## config.mk

```make
export PLATFORM = sky130hd
export DESIGN_NAME = tw_byte_engine
export DESIGN_NICKNAME = d
export VERILOG_FILES = /design/src/rtl/tw_pkg.sv /design/src/rtl/tw_phase_timer.sv /design/src/rtl/tw_sync.sv /design/src/rtl/tw_seq.sv /design/src/rtl/tw_byte_engine.sv
export SDC_FILE = /design/constraint.sdc
export NUM_CORES = 1
export LEC_CHECK = 0
export BUFFER_PORTS_ARGS = -buffer_cell sky130_fd_sc_hd__buf_2
export CAP_MARGIN = 20
export CORE_MARGIN = 2
export CORE_UTILIZATION = 49
export CTS_CLUSTER_SIZE = 16
export DETAILED_ROUTE_END_ITERATION = 12
export PLACE_DENSITY_LB_ADDON = 0.15
export SYNTH_ARGS = -nofsm -noshare
export SYNTH_HDL_FRONTEND = slang
export SYNTH_SLANG_ARGS = --single-unit
export TNS_END_PERCENT = 10
```

## constraint.sdc

```tcl
create_clock -name clk -period 5.8 [get_ports clk]
set_input_delay 0.29 -clock clk [delete_from_list [all_inputs] [get_ports clk]]
set_output_delay 0.29 -clock clk [all_outputs]
set_load 0.01 [all_outputs]
```

## src/rtl/tw_pkg.sv

```systemverilog
package tw_pkg;

    localparam int TW_BYTE_W = 8;
    localparam int TW_IDX_W  = $clog2(TW_BYTE_W);

    typedef enum logic [1:0] {
        TW_OP_RESET = 2'd0,
        TW_OP_WRITE = 2'd1,
        TW_OP_READ  = 2'd2,
        TW_OP_NONE  = 2'd3
    } tw_op_e;

    typedef enum logic [2:0] {
        ST_IDLE,
        ST_RST_HOLD,
        ST_RST_SETTLE,
        ST_WR_SETUP,
        ST_WR_HIGH,
        ST_WR_LOW,
        ST_RD_LOW,
        ST_RD_HIGH
    } tw_state_e;

    typedef struct packed {
        logic rst_n;
        logic sclk;
        logic dq_oe;
        logic dq_o;
    } tw_lines_t;

    localparam tw_lines_t TW_LINES_REST = '{rst_n: 1'b1, sclk: 1'b1, dq_oe: 1'b0, dq_o: 1'b0};

    // Line levels applied on entry to a state; levels a state does not own are kept.
    function automatic tw_lines_t tw_lines_on_entry(tw_state_e st, tw_lines_t cur, logic bit_val);
        tw_lines_t n;
        n = cur;
        case (st)
            ST_RST_HOLD: begin
                n.rst_n = 1'b0;
                n.dq_oe = 1'b0;
                n.dq_o  = 1'b0;
            end
            ST_RST_SETTLE: begin
                n.rst_n = 1'b1;
                n.sclk  = 1'b0;
                n.dq_oe = 1'b1;
                n.dq_o  = 1'b0;
            end
            ST_WR_SETUP: begin
                n.rst_n = 1'b1;
                n.sclk  = 1'b0;
                n.dq_oe = 1'b1;
                n.dq_o  = bit_val;
            end
            ST_WR_HIGH: n.sclk = 1'b1;
            ST_WR_LOW:  n.sclk = 1'b0;
            ST_RD_LOW: begin
                n.rst_n = 1'b1;
                n.sclk  = 1'b0;
                n.dq_oe = 1'b0;
                n.dq_o  = 1'b0;
            end
            ST_RD_HIGH: n.sclk = 1'b1;
            default: ;
        endcase
        return n;
    endfunction

    function automatic tw_state_e tw_first_state(tw_op_e op);
        case (op)
            TW_OP_RESET: return ST_RST_HOLD;
            TW_OP_WRITE: return ST_WR_SETUP;
            TW_OP_READ:  return ST_RD_LOW;
            default:     return ST_IDLE;
        endcase
    endfunction

    function automatic logic tw_is_read(tw_state_e st);
        return (st == ST_RD_LOW) || (st == ST_RD_HIGH);
    endfunction

endpackage

```

## src/rtl/tw_phase_timer.sv

```systemverilog
module tw_phase_timer #(
    parameter int PHASE_CLKS  = 4,
    parameter int HOLD_PHASES = 8
) (
    input  logic clk,
    input  logic rst,
    input  logic restart,
    input  logic long_mode,
    output logic phase_end
);
    localparam int CYC_W = (PHASE_CLKS > 1) ? $clog2(PHASE_CLKS) : 1;
    localparam int PH_W  = (HOLD_PHASES > 1) ? $clog2(HOLD_PHASES) : 1;
    localparam logic [CYC_W-1:0] CYC_LAST = CYC_W'(PHASE_CLKS - 1);
    localparam logic [PH_W-1:0]  PH_LAST  = PH_W'(HOLD_PHASES - 1);

    logic [CYC_W-1:0] cyc;
    logic [PH_W-1:0]  ph;
    logic             cyc_wrap;

    assign cyc_wrap  = (cyc == CYC_LAST);
    assign phase_end = cyc_wrap && (!long_mode || (ph == PH_LAST));

    always_ff @(posedge clk) begin
        if (rst || restart) begin
            cyc <= '0;
            ph  <= '0;
        end else if (cyc_wrap) begin
            cyc <= '0;
            ph  <= ph + PH_W'(1);
        end else begin
            cyc <= cyc + CYC_W'(1);
        end
    end

endmodule

```

## src/rtl/tw_sync.sv

```systemverilog
module tw_sync #(
    parameter int STAGES = 2
) (
    input  logic clk,
    input  logic rst,
    input  logic d,
    output logic q
);
    logic [STAGES-1:0] chain;

    generate
        if (STAGES == 1) begin : g_single
            always_ff @(posedge clk) begin
                if (rst) chain <= '0;
                else     chain <= d;
            end
        end else begin : g_multi
            always_ff @(posedge clk) begin
                if (rst) chain <= '0;
                else     chain <= {chain[STAGES-2:0], d};
            end
        end
    endgenerate

    assign q = chain[STAGES-1];

endmodule

```

## src/rtl/tw_seq.sv

```systemverilog
module tw_seq
    import tw_pkg::*;
(
    input  logic                 clk,
    input  logic                 rst,
    input  logic                 start,
    input  tw_op_e               op,
    input  logic [TW_BYTE_W-1:0] wdata,
    input  logic                 phase_end,
    input  logic                 din_s,
    output tw_lines_t            lines,
    output logic                 busy,
    output logic                 done,
    output logic [TW_BYTE_W-1:0] rdata,
    output logic                 restart,
    output logic                 long_mode
);
    tw_state_e            state, nxt;
    logic                 enter;
    logic                 bit_val;
    logic                 last_bit;
    logic                 accept;
    logic [TW_IDX_W-1:0]  bit_idx;
    logic [TW_BYTE_W-1:0] wsh;
    logic [TW_BYTE_W-1:0] rsh;

    assign accept    = start && (state == ST_IDLE) && (op != TW_OP_NONE);
    assign last_bit  = (bit_idx == TW_IDX_W'(TW_BYTE_W - 1));
    assign busy      = (state != ST_IDLE);
    assign restart   = enter;
    assign long_mode = (state == ST_RST_HOLD);

    always_comb begin
        nxt     = state;
        enter   = 1'b0;
        bit_val = wsh[0];
        case (state)
            ST_IDLE: begin
                bit_val = wdata[0];
                if (accept) begin
                    enter = 1'b1;
                    nxt   = tw_first_state(op);
                end
            end
            ST_RST_HOLD:   if (phase_end) begin enter = 1'b1; nxt = ST_RST_SETTLE; end
            ST_RST_SETTLE: if (phase_end) begin enter = 1'b1; nxt = ST_IDLE; end
            ST_WR_SETUP:   if (phase_end) begin enter = 1'b1; nxt = ST_WR_HIGH; end
            ST_WR_HIGH:    if (phase_end) begin enter = 1'b1; nxt = ST_WR_LOW; end
            ST_WR_LOW: begin
                bit_val = wsh[1];
                if (phase_end) begin
                    enter = 1'b1;
                    nxt   = last_bit ? ST_IDLE : ST_WR_SETUP;
                end
            end
            ST_RD_LOW:     if (phase_end) begin enter = 1'b1; nxt = ST_RD_HIGH; end
            ST_RD_HIGH: begin
                if (phase_end) begin
                    enter = 1'b1;
                    nxt   = last_bit ? ST_IDLE : ST_RD_LOW;
                end
            end
            default: begin
                enter = 1'b1;
                nxt   = ST_IDLE;
            end
        endcase
    end

    always_ff @(posedge clk) begin
        if (rst) begin
            state   <= ST_IDLE;
            lines   <= TW_LINES_REST;
            bit_idx <= '0;
            wsh     <= '0;
            rsh     <= '0;
            rdata   <= '0;
            done    <= 1'b0;
        end else begin
            done <= enter && (nxt == ST_IDLE);
            if (enter) begin
                state <= nxt;
                lines <= tw_lines_on_entry(nxt, lines, bit_val);
            end
            if (accept) begin
                wsh     <= wdata;
                bit_idx <= '0;
            end
            if (phase_end && (state == ST_WR_LOW)) begin
                wsh     <= wsh >> 1;
                bit_idx <= bit_idx + TW_IDX_W'(1);
            end
            if (phase_end && (state == ST_RD_LOW)) begin
                rsh <= {din_s, rsh[TW_BYTE_W-1:1]};
            end
            if (phase_end && (state == ST_RD_HIGH)) begin
                bit_idx <= bit_idx + TW_IDX_W'(1);
                if (last_bit) rdata <= rsh;
            end
        end
    end


    done_pulse_chk: assert property (@(posedge clk) disable iff (rst) done |=> !done);


    done_idle_chk: assert property (@(posedge clk) disable iff (rst) done |-> !busy);


    read_release_chk: assert property (@(posedge clk) disable iff (rst)
        tw_is_read(state) |-> !lines.dq_oe);

endmodule

```

## src/rtl/tw_byte_engine.sv

```systemverilog
module tw_byte_engine
    import tw_pkg::*;
#(
    parameter int PHASE_CLKS      = 4,
    parameter int RST_HOLD_PHASES = 8,
    parameter int SYNC_STAGES     = 2
) (
    input  logic       clk,
    input  logic       rst,
    input  logic       start,
    input  logic [1:0] op,
    input  logic [7:0] wdata,
    output logic [7:0] rdata,
    output logic       done,
    output logic       busy,
    output logic       line_rst_n,
    output logic       line_clk,
    output logic       line_dq_o,
    output logic       line_dq_oe,
    input  logic       line_dq_i
);
    tw_lines_t lines;
    logic      phase_end;
    logic      restart;
    logic      long_mode;
    logic      din_s;

    tw_sync #(.STAGES(SYNC_STAGES)) u_sync (
        .clk (clk),
        .rst (rst),
        .d   (line_dq_i),
        .q   (din_s)
    );

    tw_phase_timer #(.PHASE_CLKS(PHASE_CLKS), .HOLD_PHASES(RST_HOLD_PHASES)) u_timer (
        .clk       (clk),
        .rst       (rst),
        .restart   (restart),
        .long_mode (long_mode),
        .phase_end (phase_end)
    );

    tw_seq u_seq (
        .clk       (clk),
        .rst       (rst),
        .start     (start),
        .op        (tw_op_e'(op)),
        .wdata     (wdata),
        .phase_end (phase_end),
        .din_s     (din_s),
        .lines     (lines),
        .busy      (busy),
        .done      (done),
        .rdata     (rdata),
        .restart   (restart),
        .long_mode (long_mode)
    );

    assign line_rst_n = lines.rst_n;
    assign line_clk   = lines.sclk;
    assign line_dq_o  = lines.dq_o;
    assign line_dq_oe = lines.dq_oe;


    rst_line_busy_chk: assert property (@(posedge clk) disable iff (rst) !line_rst_n |-> busy);


    dq_steady_chk: assert property (@(posedge clk) disable iff (rst)
        (line_clk && $past(line_clk) && line_dq_oe && $past(line_dq_oe))
        |-> (line_dq_o == $past(line_dq_o)));


    rdata_hold_chk: assert property (@(posedge clk) disable iff (rst)
        (rdata != $past(rdata)) |-> done);

endmodule

```

**After elaboration in Yosys (flattened, before gate mapping)**

Index checks and enable logic that the tools add are counted.

- $add $sub $neg: 3
- Equal/unequal tests: 20
- Muxes and demuxes: 24
- Reduce and logical (&&, ||, !) cells: 30

Operators with widths:

| operator | count |
|---|---|
| $mux W3 | 12 |
| $eq A3 B3 Y1 const B | 10 |
| $pmux W3 S8 | 1 |
| $mux W7 | 2 |
| $eq A3 B2 Y1 const B | 4 |
| $pmux W3 S3 | 1 |
| $reduce_bool A3 Y1 | 3 |
| $pmux W1 S2 | 4 |
| $reduce_and A2 Y1 | 4 |
| $reduce_or A2 Y1 | 4 |
| $logic_and A1 B1 Y1 | 7 |
| $reduce_or A7 Y1 | 1 |
| $add A3 B1 Y3 const B | 2 |
| $eq A3 B1 Y1 const B | 2 |
| $logic_not A3 Y1 | 2 |
| $pmux W2 S3 | 1 |
| $reduce_bool A2 Y1 | 3 |
| $eq A2 B2 Y1 const B | 2 |
| $reduce_or A4 Y1 | 1 |
| $reduce_or A3 Y1 | 1 |
| $add A2 B1 Y2 const B | 1 |
| $eq A2 B1 Y1 const B | 1 |
| $logic_not A2 Y1 | 1 |
| $logic_or A1 B1 Y1 | 2 |
| 4 further kinds | 5 |

- Flip-flop bits (word level): 42
- Bits of input ports: 14
- Logic and storage cells: 91

**Depth between registers and ports, before layout**

Gate-level depths: netlist of the first run.

- Word-level depth: 10
- Mapped depth: 9
- Depth with buffers taken out: 8

**Modules after synthesis**

From an unflattened synthesis of the first run, not the netlist that was laid out.

- Cells, all modules: 215
- Area total of the unflattened synthesis: 1,910.6 µm²

By module, submodules not included:

| module | times used | cells an instance | area each (µm²) | seq. area each (µm²) |
|---|---|---|---|---|
| tw_seq | 1 | 192 | 1,621.6 | 700.7 |
| tw_phase_timer | 1 | 19 | 236.5 | 100.1 |
| tw_sync | 1 | 4 | 52.6 | 40.0 |

**Worst setup path after synthesis of the first run**

OpenSTA, ideal clock, no wires.

- Kind: register to register
- From: register u_seq.state[1]
- To: register u_seq.lines[2] (netlist name)
- Library setup time: 0.122 ns
- Data arrival time: 2.035 ns
- Required time: 5.678 ns
- Path slack: 3.643 ns
- Stages on the path, launching flop included: 10
- Path buffers: 1
- Path through: dfxtp_1 -> or2_4 -> nor2_4 -> inv_2 -> or2_1 -> buf_6 -> o31ai_4 -> nand2_2 -> xor2_1 -> a311o_1

- Word-level cells in the longest chain between the ends: 10
- Elaborated cells on any way between the ends: 37

RTL lines:

| what | line | RTL |
|---|---|---|
| start: declaration | tw_seq.sv:18 | `tw_state_e state, nxt;` |
| start signal: assignment | tw_seq.sv:82 | `state <= nxt;` |
| $eq A3 B1 Y1 | tw_seq.sv:31, tw_seq.sv:37 |  |
| $logic_not A1 Y1 | tw_phase_timer.sv:21 | `assign phase_end = cyc_wrap && (!long_mode \|\| (ph == PH_LAST));` |
| $logic_or A1 B1 Y1 | tw_phase_timer.sv:21 |  |
| $logic_and A1 B1 Y1 | tw_phase_timer.sv:21 |  |
| $mux W3 (tied with other cells) | tw_seq.sv:58 | `if (phase_end) begin` |
| $pmux W3 S8 | tw_seq.sv:37 | `case (state)` |
| $eq A3 B3 Y1 or $eq A3 B2 Y1 (tied branches) | tw_pkg.sv:37 | `case (st)` |
| $reduce_or A4 Y1 (no source line) or $reduce_or A2 Y1 (tied branches) | n/a |  |
| $reduce_bool A2 Y1 (no source line) | n/a |  |
| $reduce_and A2 Y1 (no source line) | n/a |  |

Several ways; a longest one is shown, not always the timed one.
A chain may end at the register's enable or synchronous reset.

**Worst setup path in the final report of the first run**

- From: register u_seq.state[2]
- To: register u_seq.lines[2] (netlist name)

- Word-level cells in the longest chain between the ends: 10
- Elaborated cells on any way between the ends: 37

RTL lines:

| what | line |
|---|---|
| $eq A3 B1 Y1 | tw_seq.sv:31, tw_seq.sv:37 |
| $logic_not A1 Y1 | tw_phase_timer.sv:21 |
| $logic_or A1 B1 Y1 | tw_phase_timer.sv:21 |
| $logic_and A1 B1 Y1 | tw_phase_timer.sv:21 |
| $mux W3 (tied with other cells) | tw_seq.sv:58 |
| $pmux W3 S8 | tw_seq.sv:37 |
| $eq A3 B3 Y1 or $eq A3 B2 Y1 (tied branches) | tw_pkg.sv:37 |
| $reduce_or A4 Y1 (no source line) or $reduce_or A2 Y1 (tied branches) | n/a |
| $reduce_bool A2 Y1 (no source line) | n/a |
| $reduce_and A2 Y1 (no source line) | n/a |

Several ways; a longest one is shown, not always the timed one.

==> results.yml, run 1 <==
global_route:
  gr-total-overflow: 0
  grt_pass1_wl_um: 6341
  first_global_vias: 1443
  grt_max_degree: 44
  track_usage_pct: 18.45
  antenna_found_initial: 0
timing:
  slew_headroom_pct: 43.60
  setup_viol: 0
  slew_violations: 0
  hold_violations: 0
  fin_crit_sh_pct: 42.84
  fin_tns_setup_ps: 0
  finClkSkew_ps: 6.393
  rsz0062_at_grt: "false"
  fin_crit_ps: 2485
  clock.fmax_mhz: 402.5
  tightest_slew_ps: 839.5
power:
  p_seq_share_pct: 40.7
  p_sw_uw: 317.0
  swShare_pct: 35.01
  power.density_nw_per_um2: 419.7
  clock_power_share_pct: 25.6
  ir_drop_v: 0.0002850
  p_int_uw: 588.5
  p_leak_nw: 0.8787
  comb_power_share_pct: 33.7
final_layout:
  fin_nets: 266
  final_layout_size_suffix_gt1_share_pct: 16.53
  fillCellCount: 352
  final-seq-area_sq_um: 840.8
  fin_util_pct: 58.48
  diodes: 0
  multiInputGateArea_sq_um: 985.9
  area_growth_pct: 13.42
placed_design:
  dp_hpwl_um: 2497
  port_buffers: 27
  place_congestion: 0.8499
floorplan:
  die_h_um: 66.30
  die_w_um: 66.30
  core-area_sq_um: 3689
  rows: 22
  start_util_pct: 51.56
  io-pin-count: 28
  die-area_sq_um: 4396
detailed_routing:
  drtIter0Drc: 53
  viasPerCell: 5.376
  routed_wl_um: 3542
  antenna_left: 0
  first_pass_iters: 5
  routed-via-count: 1559
  remaining_drc_errors: 0
  wl_per_cell_um: 12.21
setup_path:
  crit_path_max_fanout: 16
  cp-end-kind: "flip-flop"
  cpMaxStageDelayCell: "or2_1"
  path_cells: "or2_4, nor2_4, inv_2, or2_1, o31ai_4, nand2_2, xor2_1, a311o_1"
  criticalPathCategory: "reg2reg"
  worst_path_largest_cell_delay_ps: 450
  arrival_ps: 2670
  path_buf_inv: 1
  cp.required_ps: 5980
  crit_family: "simple AND/OR/NAND/NOR gates"
  start_kind: "flip-flop"
min_path:
  hold_path_class: "in2reg"
cts:
  cts_setup_buffers: 0
  worstSkewPairLatency_ps: 290
  cts_tree: "built"
  clock_path_buffers: 2
  cts_made_buffers: 5
  clockRootBuffer: "clkbuf_8"
  clock-sinks: 42
  htreeDepth: 2
  path_clk_slew_ps: 80
  ctsResizeCount: 0
  cts_hold_buf: 0
logic_synthesis:
  ys_ff_latch: 42
  syn_area_per_cell_sq_um: 8.645
  yosys_warnings: 0
  synthFlopType: "dfxtp_1"
  yosysTopAreaCell: "dfxtp_1"
  ys_types: 44
  ys_seq_area_share_pct: 44.21
  syn-num-nets: 244
  synthTopCellsByArea: "dfxtp_1 44%, ha_1 6.6%, nand2_1 5.5%"
  synth.most_common_cell: "dfxtp_1"
  syn-cell-area_sq_um: 1902
  yosys-top-cells-count: "42 x dfxtp_1, 28 x nand2_1, 24 x nor2_1"
  yosysTopAreaCellShare_pct: 44.21
  async_reset_ff_share_pct: 0
  postSynthCellCount: 220
  synth_edf_count: 0
flow_run:
  maxCapViolCount: 0
status:
  status: "finished, final reports clean"
[area by class of cell]
class                   instances  share of cell area [%]
repair buffers                 27                   6.265
clock buffers                   6                   3.828
inverters                       6                   1.044
flip-flops and latches         42                   38.98
well taps                      48                   2.784
multi-input cells             160                   45.71
clock inverters                 1                   1.392
[state kept, by name, summed over array words and instances, names as in the netlist]
| register | flops |
|---|---|
| u_timer.cyc | 2 |
| u_seq.rsh | 8 |
| u_seq.wsh | 8 |
| u_seq.done | 1 |
| u_seq.state | 3 |
| u_seq.rdata | 8 |
| u_timer.ph | 3 |
| u_seq.bit_idx | 3 |
| u_seq.lines | 4 |
| u_sync.chain | 2 |
[layout by cell type (no fill, tap or decap), types with 5 or more instances in the layout]
| master | synthesis | routed |
|---|---|---|
| inv_1 | 5 | 5 |
| nor2_1 | 24 | 24 |
| nor3_1 | 12 | 12 |
| nand2_1 | 28 | 28 |
| mux2i_1 | 10 | 10 |
| buf_2 | 0 | 27 |
| ha_1 | 10 | 10 |
| a21oi_1 | 17 | 17 |
| o22ai_1 | 10 | 10 |
| nand3_1 | 5 | 5 |
| clkbuf_8 | 0 | 6 |
| o21ai_0 | 5 | 5 |
| dfxtp_1 | 42 | 42 |
[metal layers]
| layer | vias up | global-route usage [%] | part of all wire (%) |
|---|---|---|---|
| li1 | 814 | - | - |
| met1 | 709 | 24.13 | 51 |
| met2 | 29 | 29.50 | 43 |
| met3 | 7 | 5.451 | 4.2 |
| met4 | 0 | 5.102 | 1.5 |
| met5 | - | 0 | 0 |
[per-stage QoR]
stage	setup WS [ps]	hold WS, ps	power [mW]	area, sq um	instances
after floorplan	3643	407.2	0.6121	1902	220
after global placement	3369	418.5	0.6739	2044	283
after detailed placement	3309	421.9	0.6789	2044	283
after CTS	3308	203.2	0.9131	2157	290
after global routing	3124	245.7	0.9772	2157	290
final	3315	207.2	0.9054	2157	290
[worst paths after layout]
check | start | endpoint | slack (ps) | cells after the start
worst min-delay path | line_dq_i | u_sync.chain[0] | 210 | 2
worst max-delay path | u_seq.state[2] | u_seq.lines[2] | 3320 | 8
worst min register to register | u_sync.chain[1] | u_seq.rsh[7] | 440 | 2
worst max register to register | u_seq.state[2] | u_seq.lines[2] | 3320 | 8
[power by group through the flow]
stage               Combinational [mW]  Clock [mW]  Sequential [mW]
finish                           0.305       0.231            0.369
global route                     0.353       0.249            0.376
CTS                              0.305       0.239            0.369
detailed placement               0.304           0            0.375
global placement                 0.300           0            0.374
floorplan                        0.251           0            0.361
[logic make-up after synthesis]
| family | count (synthesis) | share of synthesized area [%] |
|---|---|---|
| buffers and inverters | 18 | 3.947 |
| xor gates and xnor gates | 2 | 0.9212 |
| and+or+nand+nor | 93 | 23.69 |
| muxes | 10 | 5.263 |
| AOI/OAI and AO/OA | 45 | 15.39 |
| DFF | 42 | 44.21 |
| adders and majority gates | 10 | 6.579 |
Note: power is estimated with default switching activity, not from simulation.
==> run 2, diff against run 1 <==
==> constraint.sdc (replaced) <==
create_clock -name clk -period 2.2 [get_ports clk]
set_input_delay 0.11 -clock clk [delete_from_list [all_inputs] [get_ports clk]]
set_output_delay 0.11 -clock clk [all_outputs]
set_load 0.01 [all_outputs]
==> results.yml, run 2 (same netlist as run 1, synthesis figures left out) <==
status:
  status: "finished, final reports clean"
timing:
  finClkSkew_ps: 6.676
  setup_viol: 0
  fin_crit_sh_pct: 93.29
  setup_ws_ps: 147.5
  clock.fmax_mhz: 487.2
  tightest_slew_ps: 650.1
  fin_crit_ps: 2052
  fin_tns_setup_ps: 0
  hold_violations: 0
  rsz0062_at_grt: "false"
  slew_headroom_pct: 56.66
  slew_violations: 0
final_layout:
  final_common_cell: "dfxtp_1"
  fin_nets: 276
  final_layout_size_suffix_gt1_share_pct: 21.34
  final_cell_mix: "42 x dfxtp_1, 28 x nand2_1, 27 x buf_2"
  fillCellCount: 338
  area_growth_pct: 17.89
  final_area_sq_um: 2242
  top_regs: "u_seq.rdata: 8 flops, u_seq.rsh: 8 flops, u_seq.wsh: 8 flops"
  diodes: 0
floorplan:
  die_h_um: 66.30
  rows: 22
  io-pin-count: 28
  die_w_um: 66.30
  start_util_pct: 51.56
  core-area_sq_um: 3689
  die-area_sq_um: 4396
power:
  comb_power_share_pct: 38.0
  p_sw_uw: 891.6
  p_leak_nw: 0.9259
  ir_drop_v: 0.0007350
  p_int_mw: 1.624
  fin_total_pwr_mw: 2.515
  power.density_nw_per_um2: 1122
  p_seq_share_pct: 37.6
  clock_power_share_pct: 24.4
  swShare_pct: 35.45
global_route:
  grt_max_degree: 38
  gr-total-overflow: 0
  grt_pass1_wl_um: 6265
  antenna_found_initial: 0
  track_usage_pct: 18.96
  first_global_vias: 1423
setup_path:
  reg2reg_from: "u_seq.state[1]"
  worst_path_largest_cell_delay_ps: 360
  cp-end-kind: "flip-flop"
  criticalPathCategory: "reg2reg"
  arrival_ps: 2240
  crit_start: "u_seq.state[1]"
  crit_path_max_fanout: 6
  path_cells: "or2_4, nor2_4, inv_2, or2_4, o31ai_4, nand2_2, xor2_1, a311o_1"
  cp.required_ps: 2390
  cpMaxStageDelayCell: "a311o_1"
  crit_top_cell: "or2_4"
  start_kind: "flip-flop"
detailed_routing:
  viasPerCell: 5.299
  routed-via-count: 1595
  wl_per_cell_um: 12.44
  drtIter0Drc: 62
  routed_wl_um: 3743
  remaining_drc_errors: 0
  antenna_left: 0
  first_pass_iters: 4
placed_design:
  place_congestion: 0.8549
  port_buffers: 27
  dp_hpwl_um: 2646
  dp_worst_setup_slack_ps: 117.3
  post_dp_cell_area_sq_um: 2120
cts:
  clockRootBuffer: "clkbuf_8"
  clock_path_buffers: 2
  cts_setup_buffers: 0
  ctsResizeCount: 0
  cts_tree: "built"
  path_clk_slew_ps: 80
  cts_hold_buf: 0
  cts_made_buffers: 5
  worstSkewPairLatency_ps: 300
  htreeDepth: 2
  clock-sinks: 42
min_path:
  min_from: "line_dq_i"
  hold_path_class: "in2reg"
flow_run:
  maxCapViolCount: 0
## run 2: critical path: cells and delay by family, from the launching register on
| kind | cells | cell delay (ps) |
|---|---|---|
| compound gates | 2 | 610 |
| flops | 1 | 320 |
| xor+xnor | 1 | 150 |
| buf+inv | 1 | 80 |
| simple gates | 4 | 790 |
## run 2: layout make-up
type / instances / area [sq um] / share of cell area, %
Sequential cell: 42 / 840.8 / 37.50
Multi-Input combinational cell: 160 / 998.5 / 44.53
Inverter: 6 / 22.52 / 1.004
Clock inverter: 2 / 37.54 / 1.674
Timing Repair Buffer: 37 / 210.2 / 9.375
Clock buffer: 6 / 72.57 / 3.237
Tap cell: 48 / 60.06 / 2.679
## run 2: per-stage QoR
step	hold WS [ps]	utilization, %	instances
floorplan	238.2	-	220
global placement	320.2	57.46	293
detailed placement	331.4	57.46	293
CTS	19.29	60.45	301
global route	16.80	60.79	301
finish	18.22	60.79	301
## run 2: path summary, 6_finish.rpt
check               endpoint  slack, ps  cells after the start
min reg2reg     u_seq.rsh[7]        440                      2
max reg2reg   u_seq.lines[2]        150                      8
min          u_sync.chain[0]         20                      2
max           u_seq.lines[2]        150                      8
## run 2: power by group through the flow
stage / registers (mW) / logic (mW) / clock network, mW
floorplan: 0.953 / 0.661 / 0
global placement: 0.958 / 0.922 / 0
detailed placement: 0.961 / 0.918 / 0
CTS: 0.944 / 0.926 / 0.621
global route: 0.961 / 1.06 / 0.650
finish: 0.945 / 0.956 / 0.614
## run 2: layer usage
layer,wire length [um],GRT usage (%),vias up
li1,-,-,833
met1,1903,24.28,728
met2,1625,29.75,28
met3,154,6.133,6
met4,60,6.888,0
met5,0,0,-
